[config.mk]
export PLATFORM = sky130hd
export DESIGN_NAME = alu_shift_top
export DESIGN_NICKNAME = d
export VERILOG_FILES = /design/src/rtl/alu_pkg.sv /design/src/rtl/alu_operand_prep.sv /design/src/rtl/alu_func_unit.sv /design/src/rtl/alu_shifter.sv /design/src/rtl/alu_shift_top.sv
export SDC_FILE = /design/constraint.sdc
export NUM_CORES = 1
export LEC_CHECK = 0
export ABC_AREA = 1
export BUFFER_PORTS_ARGS = -buffer_cell sky130_fd_sc_hd__clkbuf_2
export CORE_ASPECT_RATIO = 1.75
export CORE_UTILIZATION = 45
export DETAILED_ROUTE_END_ITERATION = 8
export PLACE_DENSITY_LB_ADDON = 0.2
export SLEW_MARGIN = 5
export SYNTH_ARGS = -nofsm -noshare
export SYNTH_HDL_FRONTEND = slang
export SYNTH_SLANG_ARGS = --single-unit
[constraint.sdc]
create_clock -name vclk -period 5.1
set_clock_uncertainty 0.1 [all_clocks]
set_input_delay 0.51 -clock vclk [all_inputs]
set_output_delay 0.51 -clock vclk [all_outputs]
set_load 0.02 [all_outputs]
[src/rtl/alu_pkg.sv]
package alu_pkg;
  typedef enum logic [1:0] {
    FN_AND  = 2'b00,
    FN_OR   = 2'b01,
    FN_NOTB = 2'b10,
    FN_ADD  = 2'b11
  } fn_e;
endpackage

[src/rtl/alu_operand_prep.sv]
module alu_operand_prep #(
  parameter int unsigned WIDTH = 32
) (
  input  logic [WIDTH-1:0] a_i,
  input  logic [WIDTH-1:0] b_i,
  input  logic             gate_a_i,
  input  logic             gate_b_i,
  input  logic             invert_a_i,
  output logic [WIDTH-1:0] a_o,
  output logic [WIDTH-1:0] b_o
);
  logic [WIDTH-1:0] a_gated;

  for (genvar i = 0; i < WIDTH; i++) begin : g_bit
    assign a_gated[i] = a_i[i] & gate_a_i;
    assign a_o[i]     = a_gated[i] ^ invert_a_i;
    assign b_o[i]     = b_i[i] & gate_b_i;
  end
endmodule

[src/rtl/alu_func_unit.sv]
module alu_func_unit
  import alu_pkg::*;
#(
  parameter int unsigned WIDTH = 32
) (
  input  logic [WIDTH-1:0] a_i,
  input  logic [WIDTH-1:0] b_i,
  input  fn_e              fn_i,
  input  logic             carry_i,
  output logic [WIDTH-1:0] y_o,
  output logic             neg_o,
  output logic             zero_o
);
  logic [WIDTH-1:0] sum;

  assign sum = a_i + b_i + {{(WIDTH-1){1'b0}}, carry_i};

  always_comb begin
    unique case (fn_i)
      FN_AND:  y_o = a_i & b_i;
      FN_OR:   y_o = a_i | b_i;
      FN_NOTB: y_o = ~b_i;
      default: y_o = sum;
    endcase
  end

  assign neg_o  = y_o[WIDTH-1];
  assign zero_o = ~|y_o;
endmodule

[src/rtl/alu_shifter.sv]
module alu_shifter #(
  parameter int unsigned WIDTH   = 32,
  parameter int unsigned SHL_AMT = 8
) (
  input  logic [WIDTH-1:0] d_i,
  input  logic             shl_i,
  input  logic             sra_i,
  output logic [WIDTH-1:0] q_o
);
  logic [WIDTH-1:0] shl_val;
  logic [WIDTH-1:0] sra_val;

  if (SHL_AMT >= WIDTH) begin : g_shl_all
    assign shl_val = '0;
  end else begin : g_shl_part
    assign shl_val = {d_i[WIDTH-1-SHL_AMT:0], {SHL_AMT{1'b0}}};
  end

  assign sra_val = {d_i[WIDTH-1], d_i[WIDTH-1:1]};

  always_comb begin
    if (shl_i)      q_o = shl_val;
    else if (sra_i) q_o = sra_val;
    else            q_o = d_i;
  end

  always_comb begin
    if (shl_i && !sra_i && SHL_AMT < WIDTH) begin
      AST_SHL_ZERO_FILL: assert (q_o[0] == 1'b0) else $error("shl fill");
    end
  end
endmodule

[src/rtl/alu_shift_top.sv]
module alu_shift_top
  import alu_pkg::*;
#(
  parameter int unsigned WIDTH   = 32,
  parameter int unsigned SHL_AMT = 8
) (
  input  logic [WIDTH-1:0] a_i,
  input  logic [WIDTH-1:0] b_i,
  input  logic [1:0]       func_sel_i,
  input  logic             gate_a_i,
  input  logic             gate_b_i,
  input  logic             invert_a_i,
  input  logic             carry_in_i,
  input  logic             shl_i,
  input  logic             sra_i,
  output logic [WIDTH-1:0] result_o,
  output logic             neg_o,
  output logic             zero_o
);
  logic [WIDTH-1:0] a_prep, b_prep, fu_y;

  alu_operand_prep #(.WIDTH(WIDTH)) i_prep (
    .a_i, .b_i, .gate_a_i, .gate_b_i, .invert_a_i,
    .a_o(a_prep), .b_o(b_prep)
  );

  alu_func_unit #(.WIDTH(WIDTH)) i_fu (
    .a_i(a_prep), .b_i(b_prep), .fn_i(fn_e'(func_sel_i)), .carry_i(carry_in_i),
    .y_o(fu_y), .neg_o(neg_o), .zero_o(zero_o)
  );

  alu_shifter #(.WIDTH(WIDTH), .SHL_AMT(SHL_AMT)) i_shift (
    .d_i(fu_y), .shl_i, .sra_i, .q_o(result_o)
  );

  always_comb begin
    if (zero_o) begin
      AST_ZERO_SHIFTED_ZERO: assert (result_o == '0) else $error("zero flag");
    end
    if (sra_i && !shl_i) begin
      AST_SRA_SIGN_KEPT: assert (result_o[WIDTH-1] == neg_o) else $error("sra sign");
    end
    if (!sra_i && !shl_i) begin
      AST_PASS_SIGN: assert (result_o[WIDTH-1] == neg_o) else $error("pass sign");
      AST_PASS_ZERO: assert ((result_o == '0) == zero_o) else $error("pass zero");
    end
    if (!gate_a_i && !gate_b_i && !invert_a_i && func_sel_i == 2'b00) begin
      AST_GATED_AND_ZERO: assert (zero_o) else $error("gating");
    end
  end
endmodule

==> run metrics, run 1 <==
post-synth top area cell=nand2_1; Detail Placement HPWL=16500 um; drt wl/cell=16.2 um; Combinational Power Share=100.0%; PwrDens=139 nW/um^2; core area=11000 sq um; # rows=51; die area=11700 sq um; leakage=3.69 nW; vias in the first global route=6176; ANT cells=0; Slew headroom=25.7%; count leader, synth=nand2_1; Die Wd=82.3 um; Clock Power Share=0%; yosys warns=0; first-pass GRT wire length=30000 um; synth unique cells=31; Max-Cap Viols=0; CP required=4.49 ns; antenna-violating nets left=0; worst setup margin=0.486 ns; initial core utilization=46.0%; Starting DRT DRC Count=374; Max Clk Rate=0.217 GHz; Setup-failing EPs final=0; Setup crit end=zero_o; switching part of the total power=68.4%; sequential power share=0%; origin of the worst setup path=gate_b_i; critical path type=in2out; Post-synth top cells=nand2_1 (381), inv_1 (203), nand3_1 (74); main area contributors after synthesis=nand2_1 (28%), ha_1 (16%), inv_1 (15%); largest net degree at the start of global routing=49; Cell Int Power=0.000250 W; drt total wl=20000 um; Overflow after GRT=0; fill cell count=1310; Port-buffer cells=between 100 and 150; vias per cell=about 5.3; Synth Instances=1021; FF+latch count=0; Final Hold Vio Count=0; FF+latch area=0 sq um; Final Instance Area=5680 sq um; area delta synth->final=12.0%; share of cells above drive strength 1=11.2%; hold_buf cts=0; syn_nets=1159; Pwr Total=0.000792 W; Crit. End Element=output pin; Place WS=0.578 ns; GP Congestion=1.04; Slew Viols, Final=0; register area share after synthesis=0%; net load switching power=roughly 0.00054 W; 1st-pass router iterations=7; arrival time worst endpoint=roughly 4.0 ns; Worst Setup Start Kind=input pin; largest fanout on the critical path=32; DR vias=6597; final-layout clock buffer total=0; Min-Delay Path Class=in2out; Max VDD drop=0.0000720 V; post-route setup TNS=0 ns; Mapped Avg Cell Area=4.97 sq um; Placement Cell Area=~5700 sq um; post-route clock period utilization=between 90% and 100%; RSZ-0062 raised after global routing=false; Core Util, Final=between 50% and 60%; GRT Resource Usage Total=34.3%; # IOs=about 110; number of post-CTS setup repair buffers=0; Post-CTS Resized=0; Synth top area share=28.2%; # DRC=0; initial antenna violation count=0; status=finished clean; final critical-path required period=4.61 ns; post-synthesis cell area=around 5100 sq um; Least-Margin Pin Slew=1.11 ns; nets@finish=1242; Die Span Y=about 140 um
-- power groups by stage --
stage | registers [W] | clock network, W | logic [W]
global route | 0 | 0 | 0.000877
CTS | 0 | 0 | 0.000780
detailed placement | 0 | 0 | 0.000777
global placement | 0 | 0 | 0.000774
floorplan | 0 | 0 | 0.000542
finish | 0 | 0 | 0.000792
-- worst min path at each step --
| stage | endpoint | depth (start not counted) | from | slack, ns |
|---|---|---|---|---|
| 6_report | result_o[11] | 3 | shl_i | 1.36 |
| 5_1_grt | result_o[11] | 3 | shl_i | 1.40 |
| 4_1_cts | result_o[11] | 3 | shl_i | 1.36 |
| 3_5_place_dp | result_o[11] | 3 | shl_i | 1.36 |
| 3_3_place_gp | result_o[11] | 3 | shl_i | 1.36 |
| 2_1_floorplan | result_o[8] | 4 | func_sel_i[1] | 1.26 |
-- through the flow --
step	hold WS [ns]	std cells
floorplan	1.26	1021
global placement	1.36	1234
detailed placement	1.36	1234
CTS	1.36	1234
global route	1.40	1234
finish	1.36	1234
-- cells in the final DEF (no fill, tap or decap), types with 5 or more instances in the layout --
master    count
nand2_1     381
inv_1       203
clkbuf_2    106
nand3_1      74
ha_1         64
nor2_1       63
a21oi_1      58
o21ai_0      35
xor2_1       34
o22ai_1      15
o221ai_1     12
nand4_1      10
nor3_1        7
o211ai_1      6
o21bai_1      6
a21oi_2       5
buf_4         5
-- cell families after synthesis --
family | share of synthesized area, %
compound gates | 16.5
xor+xnor | 5.87
fa+ha+maj | 16.6
buf+inv | 18.1
simple gates | 42.9
-- cell type report --
type                       instances  area, sq um  share of cell area, %
timing repair buffer             112          588                   10.3
tap                              132          165                   2.91
multi-input combinational        784         4160                   73.1
inverter                         206          773                   13.6
-- critical path, stage by stage --
cell,delay [ns]
clkbuf_2,0.59
nand2_1,0.27
fa_1,0.46
inv_1,0.10
fa_1,0.23
nand2_1,0.10
nand2_1,0.09
nand3_1,0.08
nand2_1,0.13
nand2_1,0.09
nand2_1,0.14
a21oi_1,0.09
a21oi_1,0.41
nand3_1,0.13
nor2_1,0.18
nand3_1,0.11
nor2_1,0.10
clkbuf_2,0.17
-- per-layer routing --
metal	GRT usage, %	vias to the layer above	share of wire, %	wire (um)
met5	0	-	0	0
met1	33.5	2900	34	6790
met4	26.7	0	9.2	1850
met3	3.08	97	4.6	917
met2	63.3	258	52	10400
li1	-	3342	-	-
Note: power is estimated with default switching activity, not from simulation.
==> run 2, diff against run 1 <==
--- a/config.mk
+++ b/config.mk
@@ -10,8 +10,9 @@
 export CORE_ASPECT_RATIO = 1.75
 export CORE_UTILIZATION = 45
 export DETAILED_ROUTE_END_ITERATION = 8
-export PLACE_DENSITY_LB_ADDON = 0.2
+export PLACE_DENSITY = 0.7
 export SLEW_MARGIN = 5
 export SYNTH_ARGS = -nofsm -noshare
 export SYNTH_HDL_FRONTEND = slang
 export SYNTH_SLANG_ARGS = --single-unit
+export TNS_END_PERCENT = 10
==> constraint.sdc (replaced) <==
create_clock -name vclk -period 3.95
set_clock_uncertainty 0.1 [all_clocks]
set_input_delay 0.395 -clock vclk [all_inputs]
set_output_delay 0.395 -clock vclk [all_outputs]
set_load 0.02 [all_outputs]
==> run 2 against run 1 <==
  * Clock-buffer cell count unchanged
  * Critical path depth increased by 1
  * Final area increased by 7.8%
  * Critical path type unchanged
  * Total power increased by 39%
  * Global-route usage decreased by 0.70 points
==> run metrics, run 2 (same netlist as run 1, synthesis figures left out) <==
status=finished clean (unchanged); Core Util, Final=55.5% (was 51.5%); critical path depth=19 (was 18); initial core utilization=46.0% (unchanged); Max VDD drop=0.000105 V (was 0.0000720 V); GRT Resource Usage Total=33.6% (was 34.3%); DR vias=6809 (was 6597); critical path's largest stage delay=0.36 ns (was 0.59 ns); Layout Cells excl Fill=1256 (was 1234); # DRC=0 (unchanged); arrival time worst endpoint=3.28 ns (was 4.00 ns); leading cell types in the layout, fill and taps excluded=nand2_1 (374), inv_1 (203), clkbuf_2 (103), nand3_1 (73), nor2_1 (59) (was nand2_1 (381), inv_1 (203), clkbuf_2 (106), nand3_1 (74), ha_1 (64)); Detail Placement HPWL=15900 um (was 16500 um); Port-buffer cells=106 (unchanged); FF+latch area=0 sq um (unchanged); post-route clock period utilization=95.6%; Starting DRT DRC Count=389 (was 374); Final Hold Vio Count=0 (unchanged); final critical-path required period=3.78 ns; nets@finish=1264 (was 1242); Slowest cell on crit path=fa_2 (was clkbuf_2); Worst Path Buf+Inv=3 (unchanged); # IOs=106 (unchanged); critical path, cell by cell=clkbuf_4 -> nand2_2 -> xor2_4 -> fa_2 -> inv_1 -> fa_2 -> nand3_1 -> nand2_1 -> nand2_1 -> nand2_1 -> and2_1 -> o21bai_1 -> nand3_2 -> nand2_1 -> nand3_1 -> nor2_1 -> nand3_1 -> nor2_2 -> buf_4 (was clkbuf_2 -> nand2_1 -> fa_1 -> inv_1 -> fa_1 -> nand2_1 -> nand2_1 -> nand3_1 -> nand2_1 -> nand2_1 -> nand2_1 -> a21oi_1 -> a21oi_1 -> nand3_1 -> nor2_1 -> nand3_1 -> nor2_1 -> clkbuf_2); Slew Viols, Final=0 (unchanged); placed cells=1250 (was 1234); Crit. End Element=output pin (unchanged); initial antenna violation count=0 (unchanged); Top delay family on crit path=simple AND/OR/NAND/NOR gates (unchanged); area delta synth->final=20.7% (was 12.0%); die area=11700 sq um (unchanged); origin of the worst setup path=gate_a_i (was gate_b_i); first-pass GRT wire length=30100 um (was 30000 um); FF+latch count=0 (unchanged); PwrDens=179 nW/um^2 (was 139 nW/um^2); critical path type=in2out (unchanged); Least-Margin Pin Slew=0.680 ns (was 1.11 ns); worst hold slack=1.15 ns (was 1.36 ns); fill cell count=1219 (was 1310); Setup crit end=zero_o (unchanged); antenna-violating nets left=0 (unchanged); largest net degree at the start of global routing=36 (was 49); 1st-pass router iterations=5 (was 7); leakage=3.83 nW (was 3.69 nW); share of cells above drive strength 1=16.4% (was 11.2%); Worst Setup Start Kind=input pin (unchanged); commonest non-fill, non-tap cell in the layout=nand2_1 (unchanged); final-layout clock buffer total=0 (unchanged); Die Span Y=142 um (unchanged); ANT cells=0 (unchanged); largest fanout on the critical path=5 (was 32); Die Wd=82.3 um (unchanged); Overflow after GRT=0 (unchanged); Setup-failing EPs final=0 (unchanged); Max Clk Rate=0.265 GHz; Pwr Total=0.00110 W (was 0.000792 W); drt wl/cell=15.9 um (was 16.2 um); Max-Cap Viols=0 (unchanged); Slew headroom=54.5% (was 25.7%); vias in the first global route=6492 (was 6176); drt total wl=20000 um (about the same); GP Congestion=1.02 (was 1.04); # rows=51 (unchanged); core area=11000 sq um (unchanged); CP required=3.45 ns (was 4.49 ns); Min-Delay Path Class=in2out (unchanged); vias per cell=5.42 (was 5.35); CP most frequent cell=nand2_1 (unchanged); hold_buf cts=0 (unchanged)
-- run 2: cell count changes in the layout (fill, tap and decap cells not counted), sizes merged --
cell and change:
buf +21, clkbuf +1
-- run 2: stage by stage --
stage          cell area [sq um]  TNS (ns)  worst slack (ns)
3_5_place_dp                5820         0            0.0744
4_1_cts                     5820         0            0.0589
6_report                    6130         0             0.175
5_1_grt                     6130   -0.0797           -0.0685
2_1_floorplan               5070         0             0.500
3_3_place_gp                5820         0             0.133
-- run 2: power breakdown --
| group | total [W] | internal, W | leakage [nW] | switching [W] |
|---|---|---|---|---|
| logic | 0.00110 | 0.000371 | 3.83 | 0.000726 |
| registers | 0 | 0 | 0 | 0 |
| clock network | 0 | 0 | 0 | 0 |
| total | 0.00110 | 0.000371 | 3.83 | 0.000726 |
-- run 2: worst min-delay path, cell delays in order --
cell	delay (ns)
clkbuf_2	0.17
nand2_1	0.10
nand2_1	0.05
clkbuf_2	0.14
-- run 2: what timing repair did --
| action | CTS | global route |
|---|---|---|
| buffers inserted | 0 | 4 |
| endpoints found under the setup margin | 0 | 18 |
| gates resized for setup | 0 | 53 |
-- run 2: routing by layer --
metal | up-vias | share of wire, % | GRT usage [%]
met5 | - | 0 | 0
li1 | 3367 | - | -
met2 | 341 | 50 | 58.9
met3 | 125 | 6.5 | 5.58
met4 | 0 | 10 | 31.4
met1 | 2976 | 34 | 31.9
-- run 2: worst min-delay path by stage --
stage	start	slack [ns]	cells past startpoint	end
5_1_grt	shl_i	1.17	3	result_o[8]
6_report	shl_i	1.15	4	result_o[21]
4_1_cts	shl_i	1.13	3	result_o[11]
3_5_place_dp	shl_i	1.13	3	result_o[11]
3_3_place_gp	shl_i	1.14	3	result_o[10]
2_1_floorplan	func_sel_i[1]	1.03	4	result_o[8]
-- run 2: area by class of cell --
| cell class | count | area, sq um | area share, % |
|---|---|---|---|
| Timing Repair Buffer | 134 | 820 | 13.4 |
| Tap cell | 132 | 165 | 2.70 |
| Inverter | 206 | 773 | 12.6 |
| Multi-Input combinational cell | 784 | 4370 | 71.3 |
